--- config.mk ---
export PLATFORM = sky130hd
export DESIGN_NAME = gpio_port_ctrl
export DESIGN_NICKNAME = d
export VERILOG_FILES = /design/src/rtl/gpio_port_pkg.sv /design/src/rtl/gpio_rst_sync.sv /design/src/rtl/gpio_in_sync.sv /design/src/rtl/gpio_regs.sv /design/src/rtl/gpio_rd_mux.sv /design/src/rtl/gpio_port_ctrl.sv
export SDC_FILE = /design/constraint.sdc
export NUM_CORES = 1
export LEC_CHECK = 0
export ABC_AREA = 0
export CAP_MARGIN = 15
export CORE_MARGIN = 2
export CORE_UTILIZATION = 48
export CTS_CLUSTER_DIAMETER = 100
export DETAILED_ROUTE_END_ITERATION = 8
export PLACE_DENSITY = 0.89
export REMOVE_ABC_BUFFERS = 1
export SYNTH_ARGS = -nofsm -noshare
export SYNTH_HDL_FRONTEND = slang
export SYNTH_SLANG_ARGS = --single-unit
--- constraint.sdc ---
create_clock -name clk_i -period 1.9 [get_ports clk_i]
set_input_delay 0.19 -clock clk_i [delete_from_list [all_inputs] [get_ports clk_i]]
set_output_delay 0.19 -clock clk_i [all_outputs]
set_load 0.02 [all_outputs]
--- src/rtl/gpio_port_pkg.sv ---
package gpio_port_pkg;
  localparam int unsigned REG_ADDR_W = 3;
  typedef logic [REG_ADDR_W-1:0] reg_addr_t;

  // Register offsets; the order is decoded by the read mux and the bench
  localparam reg_addr_t OFS_PIN = 3'd0;
  localparam reg_addr_t OFS_OUT = 3'd1;
  localparam reg_addr_t OFS_DIR = 3'd2;
  localparam reg_addr_t OFS_DEN = 3'd3;
endpackage

--- src/rtl/gpio_rst_sync.sv ---
module gpio_rst_sync (
  input  logic clk_i,
  input  logic rst_ni,
  output logic rst_sync_no
);
  logic [1:0] stage_q;

  always_ff @(posedge clk_i or negedge rst_ni) begin
    if (!rst_ni) stage_q <= 2'b00;
    else         stage_q <= {stage_q[0], 1'b1};
  end

  assign rst_sync_no = stage_q[1];
endmodule

--- src/rtl/gpio_in_sync.sv ---
module gpio_in_sync #(
  parameter int unsigned WIDTH = 8
) (
  input  logic             clk_i,
  input  logic             rst_ni,
  input  logic [WIDTH-1:0] async_i,
  output logic [WIDTH-1:0] sync_o
);
  logic [WIDTH-1:0] meta_q;
  logic [WIDTH-1:0] stable_q;

  always_ff @(posedge clk_i or negedge rst_ni) begin
    if (!rst_ni) begin
      meta_q   <= '0;
      stable_q <= '0;
    end else begin
      meta_q   <= async_i;
      stable_q <= meta_q;
    end
  end

  assign sync_o = stable_q;
endmodule

--- src/rtl/gpio_regs.sv ---
module gpio_regs
  import gpio_port_pkg::*;
#(
  parameter int unsigned      WIDTH    = 8,
  parameter logic [WIDTH-1:0] ANA_MASK = 8'h3C
) (
  input  logic             clk_i,
  input  logic             rst_ni,
  input  reg_addr_t        addr_i,
  input  logic             we_i,
  input  logic [WIDTH-1:0] wdata_i,
  output logic [WIDTH-1:0] out_q_o,
  output logic [WIDTH-1:0] dir_q_o,
  output logic [WIDTH-1:0] den_q_o
);
  logic             out_en, dir_en, den_en;
  logic [WIDTH-1:0] out_d, dir_d, den_d;
  logic [WIDTH-1:0] out_q, dir_q;

  // Next-state: offset 0 and offset 1 both land in the output data bits
  always_comb begin
    out_en = we_i && ((addr_i == OFS_PIN) || (addr_i == OFS_OUT));
    dir_en = we_i && (addr_i == OFS_DIR);
    den_en = we_i && (addr_i == OFS_DEN);
    out_d  = wdata_i;
    dir_d  = wdata_i;
    den_d  = wdata_i & ANA_MASK;
  end

  always_ff @(posedge clk_i or negedge rst_ni) begin
    if (!rst_ni) begin
      out_q <= '0;
      dir_q <= '1;
    end else begin
      if (out_en) out_q <= out_d;
      if (dir_en) dir_q <= dir_d;
    end
  end

  // Enable bits exist only for analog-capable pins
  for (genvar g = 0; g < WIDTH; g++) begin : g_den
    if (ANA_MASK[g]) begin : g_cap
      logic bit_q;
      always_ff @(posedge clk_i or negedge rst_ni) begin
        if (!rst_ni)     bit_q <= 1'b0;
        else if (den_en) bit_q <= den_d[g];
      end
      assign den_q_o[g] = bit_q;
    end else begin : g_dig
      assign den_q_o[g] = 1'b0;
    end
  end

  assign out_q_o = out_q;
  assign dir_q_o = dir_q;
endmodule

--- src/rtl/gpio_rd_mux.sv ---
module gpio_rd_mux
  import gpio_port_pkg::*;
#(
  parameter int unsigned WIDTH = 8
) (
  input  logic             clk_i,
  input  logic             rst_ni,
  input  reg_addr_t        addr_i,
  input  logic             re_i,
  input  logic [WIDTH-1:0] pin_i,
  input  logic [WIDTH-1:0] out_i,
  input  logic [WIDTH-1:0] dir_i,
  input  logic [WIDTH-1:0] den_i,
  output logic [WIDTH-1:0] rdata_o
);
  logic [WIDTH-1:0] rd_d, rd_q;

  always_comb begin
    unique case (addr_i)
      OFS_PIN: rd_d = pin_i;
      OFS_OUT: rd_d = out_i;
      OFS_DIR: rd_d = dir_i;
      OFS_DEN: rd_d = den_i;
      default: rd_d = '0;
    endcase
  end

  always_ff @(posedge clk_i or negedge rst_ni) begin
    if (!rst_ni)   rd_q <= '0;
    else if (re_i) rd_q <= rd_d;
  end

  assign rdata_o = rd_q;

  AST_UNMAPPED_ZERO: assert property (@(posedge clk_i) disable iff (!rst_ni)
    (re_i && (addr_i > OFS_DEN)) |=> (rdata_o == '0));
  AST_RDATA_HOLD: assert property (@(posedge clk_i) disable iff (!rst_ni)
    !re_i |=> $stable(rdata_o));
endmodule

--- src/rtl/gpio_port_ctrl.sv ---
module gpio_port_ctrl
  import gpio_port_pkg::*;
#(
  parameter int unsigned      WIDTH    = 8,
  parameter logic [WIDTH-1:0] ANA_MASK = 8'h3C
) (
  input  logic             clk_i,
  input  logic             rst_ni,
  input  reg_addr_t        reg_addr_i,
  input  logic             reg_we_i,
  input  logic [WIDTH-1:0] reg_wdata_i,
  input  logic             reg_re_i,
  output logic [WIDTH-1:0] reg_rdata_o,
  input  logic [WIDTH-1:0] pad_in_i,
  output logic [WIDTH-1:0] pad_out_o,
  output logic [WIDTH-1:0] pad_oe_o
);
  localparam logic [WIDTH-1:0] DIG_ONLY = ~ANA_MASK;

  logic             rst_n;
  logic [WIDTH-1:0] pad_sync, out_q, dir_q, den_q, dig_en, pin_val;

  gpio_rst_sync u_rst (
    .clk_i       (clk_i),
    .rst_ni      (rst_ni),
    .rst_sync_no (rst_n)
  );

  gpio_in_sync #(.WIDTH(WIDTH)) u_sync (
    .clk_i   (clk_i),
    .rst_ni  (rst_n),
    .async_i (pad_in_i),
    .sync_o  (pad_sync)
  );

  gpio_regs #(.WIDTH(WIDTH), .ANA_MASK(ANA_MASK)) u_regs (
    .clk_i   (clk_i),
    .rst_ni  (rst_n),
    .addr_i  (reg_addr_i),
    .we_i    (reg_we_i),
    .wdata_i (reg_wdata_i),
    .out_q_o (out_q),
    .dir_q_o (dir_q),
    .den_q_o (den_q)
  );

  // Digital input buffer gating: analog-capable pins need their enable bit
  assign dig_en  = DIG_ONLY | den_q;
  assign pin_val = pad_sync & dig_en;

  gpio_rd_mux #(.WIDTH(WIDTH)) u_rd (
    .clk_i   (clk_i),
    .rst_ni  (rst_n),
    .addr_i  (reg_addr_i),
    .re_i    (reg_re_i),
    .pin_i   (pin_val),
    .out_i   (out_q),
    .dir_i   (dir_q),
    .den_i   (den_q),
    .rdata_o (reg_rdata_o)
  );

  assign pad_out_o = out_q;
  assign pad_oe_o  = ~dir_q;

  AST_DIR_TO_OE: assert property (@(posedge clk_i) disable iff (!rst_n)
    (reg_we_i && (reg_addr_i == OFS_DIR)) |=> (pad_oe_o == ~$past(reg_wdata_i)));
  AST_WRITE_TO_PAD: assert property (@(posedge clk_i) disable iff (!rst_n)
    (reg_we_i && (reg_addr_i == OFS_PIN || reg_addr_i == OFS_OUT)) |=> (pad_out_o == $past(reg_wdata_i)));
  AST_ANALOG_GATE: assert property (@(posedge clk_i) disable iff (!rst_n)
    (reg_re_i && (reg_addr_i == OFS_PIN)) |=> ((reg_rdata_o & ~$past(dig_en)) == '0));
  AST_UNMAPPED_WRITE: assert property (@(posedge clk_i) disable iff (!rst_n)
    (reg_we_i && (reg_addr_i > OFS_DEN)) |=> ($stable(pad_out_o) && $stable(pad_oe_o)));
endmodule

### After elaboration in Yosys (flattened, before gate mapping)

Index checks and enable logic that the tools add are counted.
Widths: inputs -> output; s select.

* register bits: 46
* input bits: 23
* word-level logic and storage cells: 21
* output and inout bits: 24

* reductions and logical operators: 5
* equality and inequality tests: 3
* bitwise logic cells: 2
* mux-type cells: 1

Operators by type and width (count)
* $pmux 8 s4: 1
* $and 8x8->8: 1
* $not 8->8: 1
* $eq 3x2->1 const B: 2
* $eq 3x1->1 const B: 1
* $logic_and 1x1->1: 3
* $logic_not 3->1: 1
* $logic_or 1x1->1: 1

### Logic depth before layout (Yosys ltp)

* depth after elaboration: 3
* mapped depth: 6
* gate-level depth less buffers: 3

### Cells and area by module

Synthesis repeated with hierarchy kept, for this count alone.

* cells, all modules: 113
* area, all modules: 1869.3 um2

By module, submodules not included
* gpio_regs: instances 1, cells an instance 53, seq. area each 510.5 um2, area each 880.8 um2
* gpio_rd_mux: instances 1, cells an instance 29, seq. area each 200.2 um2, area each 479.2 um2
* gpio_in_sync: instances 1, cells an instance 16, seq. area each 400.4 um2, area each 400.4 um2
* gpio_port_ctrl: instances 1, cells an instance 12, seq. area each 0.0 um2, area each 55.1 um2
* gpio_rst_sync: instances 1, cells an instance 3, seq. area each 50.0 um2, area each 53.8 um2

### Worst setup path after synthesis

Ideal clock, no wire load.

* path type: input to register
* start point: in reg_addr_i[2]
* end point: reg u_regs.out_q[0] (netlist: u_regs.out_q_o[0])
* stages: 3
* library setup time: 125 ps
* path buffers: 1
* data arrival time: 1032 ps
* path slack: 743 ps
* required time: 1775 ps
* path through: buf_2 nor3b_4 mux2_2

* word-level cells in the longest chain between the ends: 3
* elaborated cells on any way between the ends: 4
* classes of those cells: eq/ne (1); reduce/logical (3)

RTL lines
* start, declared: line gpio_port_ctrl.sv:9 `input reg_addr_t reg_addr_i,`
* $eq 3x1->1 or $logic_not 3->1 (tied branches): line gpio_regs.sv:22 `out_en = we_i && ((addr_i == OFS_PIN) || (addr_i == OFS_OUT));`
* $logic_or 1x1->1 *: line gpio_regs.sv:22
* $logic_and 1x1->1 *: line gpio_regs.sv:22
* end signal, assigned: line gpio_regs.sv:35 `if (out_en) out_q <= out_d;`
* end, declared: line gpio_regs.sv:18 `logic [WIDTH-1:0] out_q, dir_q;`

Every way passes the cells marked *; elsewhere a longest branch is shown, timed or not.
A chain may end at the register's enable or synchronous reset.

### Worst setup path after layout

* start point: reg u_regs.dir_q[0] (netlist: u_regs.dir_q_o[0])
* end point: out pad_oe_o[0]

* word-level cells in the longest chain between the ends: 1

RTL lines
* start, declared: line gpio_regs.sv:18
* start signal, assigned: line gpio_regs.sv:36 `if (dir_en) dir_q <= dir_d;`
* $not 8->8: line gpio_port_ctrl.sv:64 `assign pad_oe_o = ~dir_q;`
* end, declared: line gpio_port_ctrl.sv:16 `output logic [WIDTH-1:0] pad_oe_o`

No other way between the ends.

==> results.toml <==
[status]
status = "finished, final reports clean"

[cells_and_area]
drive_gt1_share_pct = 23.91
syn_to_final_growth_pct = 33.54
nFillCells = 252
nNetsFinal = 206
antenna_cells = 0

[logic_synthesis]
synthCells = 132
yosys.area.top_type = "dfrtp_1"
synth_area_per_cell_um2 = 13.91
yosysMostFrequentCell = "dfrtp_1"
synth_edf_count = 0
synth_area_leaders = "dfrtp_1 (52%), dfstp_2 (11%), mux2_2 (9.8%)"
synth_common_cells = "dfrtp_1 (38), mux2_2 (16), nand2_1 (9)"
synth_seq_cells = 46
ys_seq_area_share_pct = 63.26
yosysTopAreaCellShare_pct = 51.81
ys.flop_type = "dfrtp_1"
ys.warnings.count = 0
syn_area_um2 = 1836
yosysUniqueCellTypes = 23
synth-async-reset-ratio_pct = 100.0

[clock_tree]
cts-root-buf = "clkbuf_8"
clk_path_buf_depth = 2
clk_latency_ps = 300
clk_pin_slew_ps = 80
cts.sinks = 46
htree_levels = 2
tritoncts = "yes"
post-cts-setup-buffers = 0
cts_hold_buf = 0
post_cts_resized = 0
cts_made_buffers = 5

[placed_design]
gp_congestion = 0.8160
port_buffers = 46
dp_hpwl_um = 2709

[floorplan]
start_util_pct = 50.14
io_pins = 47
dieArea_um2 = 4335
die_w_um = 65.84
die_h_um = 65.84
rows = 22
core_area_um2 = 3661

[worst_setup_path]
r2r-end = "u_rd.rdata_o[5]"
critical_path_class = "flop to output port"
end_kind = "output port"
crit_end = "pad_oe_o[0]"
r2r_cells = 3
crit_path_max_fanout = 2
arrival_ps = 1450
r2r_slack_ps = 800
max_stage_delay_ps = 550
worst_path_max_delay_cell = "dfstp_2"
reg2reg_from = "u_regs.dir_q_o[5]"
crit_chain = "inv_1 -> clkdlybuf4s50_1"
crit_path_start_kind = "flop"
cp.depth = 2
cp.required_ps = 1710
path_buf_inv = 2
cp_top_family = "buffers and inverters"
worstSetupStartpoint = "u_regs.dir_q_o[0]"

[drt]
drc = 0
antenna_left = 0
drt_wl_total_um = 3729
via_per_inst = 5.185
drt_iter0_drc = 30
wire_per_inst_um = 16.07
first_pass_iters = 4
vias = 1203

[power_and_ir_drop]
powerDensity_nw_per_um2 = 1013
leakage_nw = 1.052
vdd_drop_max_mv = 0.7023

[sta]
setup_viol = 0
fin_worst_hold_slack_ps = 42.15
worstMarginPinSlew_ps = 811.1
max_slew_margin_pct = 45.93
skew_ps = 2.988
finalCritPeriodShare_pct = 86.14
slew_violations = 0
final-hold-violation-count = 0
tns_ps = 0
rsz0062_at_grt = "no"
period_minus_slack_ps = 1637
max_freq_ghz = 0.6110

[global_routing]
grt_use_total_pct = 20.01
top_usage_layer = "met2"
grt_pass1_wl_um = 6348
met3_usage_pct = 5.963
grt_pass1_vias = 1299
use_met2_pct = 34.85
grtUsageMet1_pct = 24.05
grt_max_degree = 41
antenna_found_initial = 0
overflow = 0

[hold_path]
min_path_type = "input port to asynchronous set/reset pin"

[run]
cap_viol_max_count = 0
[metrics by stage]
stage               instance area (um2)  power (mW)  util, %  setup slack [ps]  cells
floorplan                          1755       1.503        -             84.34    124
global placement                   2341       1.800    63.94             139.4    224
detailed placement                 2341       1.825    63.94             73.66    224
CTS                                2451       2.501    66.95             261.2    232
global route                       2451       2.600    66.95             208.4    232
finish                             2451       2.483    66.95             263.4    232
[per-layer routing]
metal | vias to the layer above | share of wire [%]
met4 | 0 | 1.1
met3 | 4 | 5.8
li1 | 559 | -
met1 | 598 | 41
met5 | - | 0
met2 | 42 | 52
[registers in the layout, indices dropped and copies added (netlist names)]
signal,cells
u_rd.rdata_o,8
u_regs.dir_q_o,8
u_regs.g_den.g_cap.bit_q,4
u_regs.out_q_o,8
u_rst.stage_q,2
u_sync.meta_q,8
u_sync.sync_o,8
[worst min path at each step]
stage / from / end / slack, ps
after global routing: rst_ni / u_rst.stage_q[0] / 30
after CTS: rst_ni / u_rst.stage_q[1] / 30
final: rst_ni / u_rst.stage_q[0] / 40
after global placement: u_sync.meta_q[0] / u_sync.sync_o[0] / 330
after floorplan: rst_ni / u_rst.stage_q[0] / -110
after detailed placement: u_sync.meta_q[2] / u_sync.sync_o[2] / 340
[power breakdown]
part           internal [mW]  total [mW]  switching [mW]
sequential              1.13        1.23          0.0956
combinational          0.310       0.578           0.268
clock                  0.367       0.678           0.311
[kinds of logic (layout without fill, tap and decap cells)]
family	after synthesis	after routing	share of synthesized area (%)
AOI/OAI and AO/OA	28	28	9.680
buffers and inverters	16	68	5.998
DFF	46	46	63.26
muxes	24	24	14.18
other	1	1	0.2043
and+or+nand+nor	17	17	6.680
[placed cells by master, fill, tap and decap left out]
cell,n
nor3b_4,1
a21oi_1,8
clkbuf_8,8
inv_1,8
clkdlybuf4s50_1,46
nand4b_4,1
mux2_2,16
conb_1,1
nand3b_1,4
o21ai_1,2
buf_4,5
dfrtp_2,1
a2bb2oi_1,4
a221oi_1,4
mux2i_1,8
dfstp_2,8
nand2_1,9
o21ai_0,8
buf_12,1
nor4bb_2,1
dfrtp_1,37
nor2b_1,1
o21ai_2,2
[worst reg2reg max path: stages (launching register included)]
cell,delay (ps)
dfstp_2,540
mux2i_1,70
a221oi_1,240
mux2_2,190
[layout make-up]
type	instances	area [um2]	share of cell area (%)
clock buffers	8	110.1	4.492
multi-input cells	70	570.5	23.28
inverters	8	30.03	1.225
well taps	48	60.06	2.450
repair buffers	52	518.0	21.13
flip-flops and latches	46	1162	47.42
(Power assumes the default switching activity.)
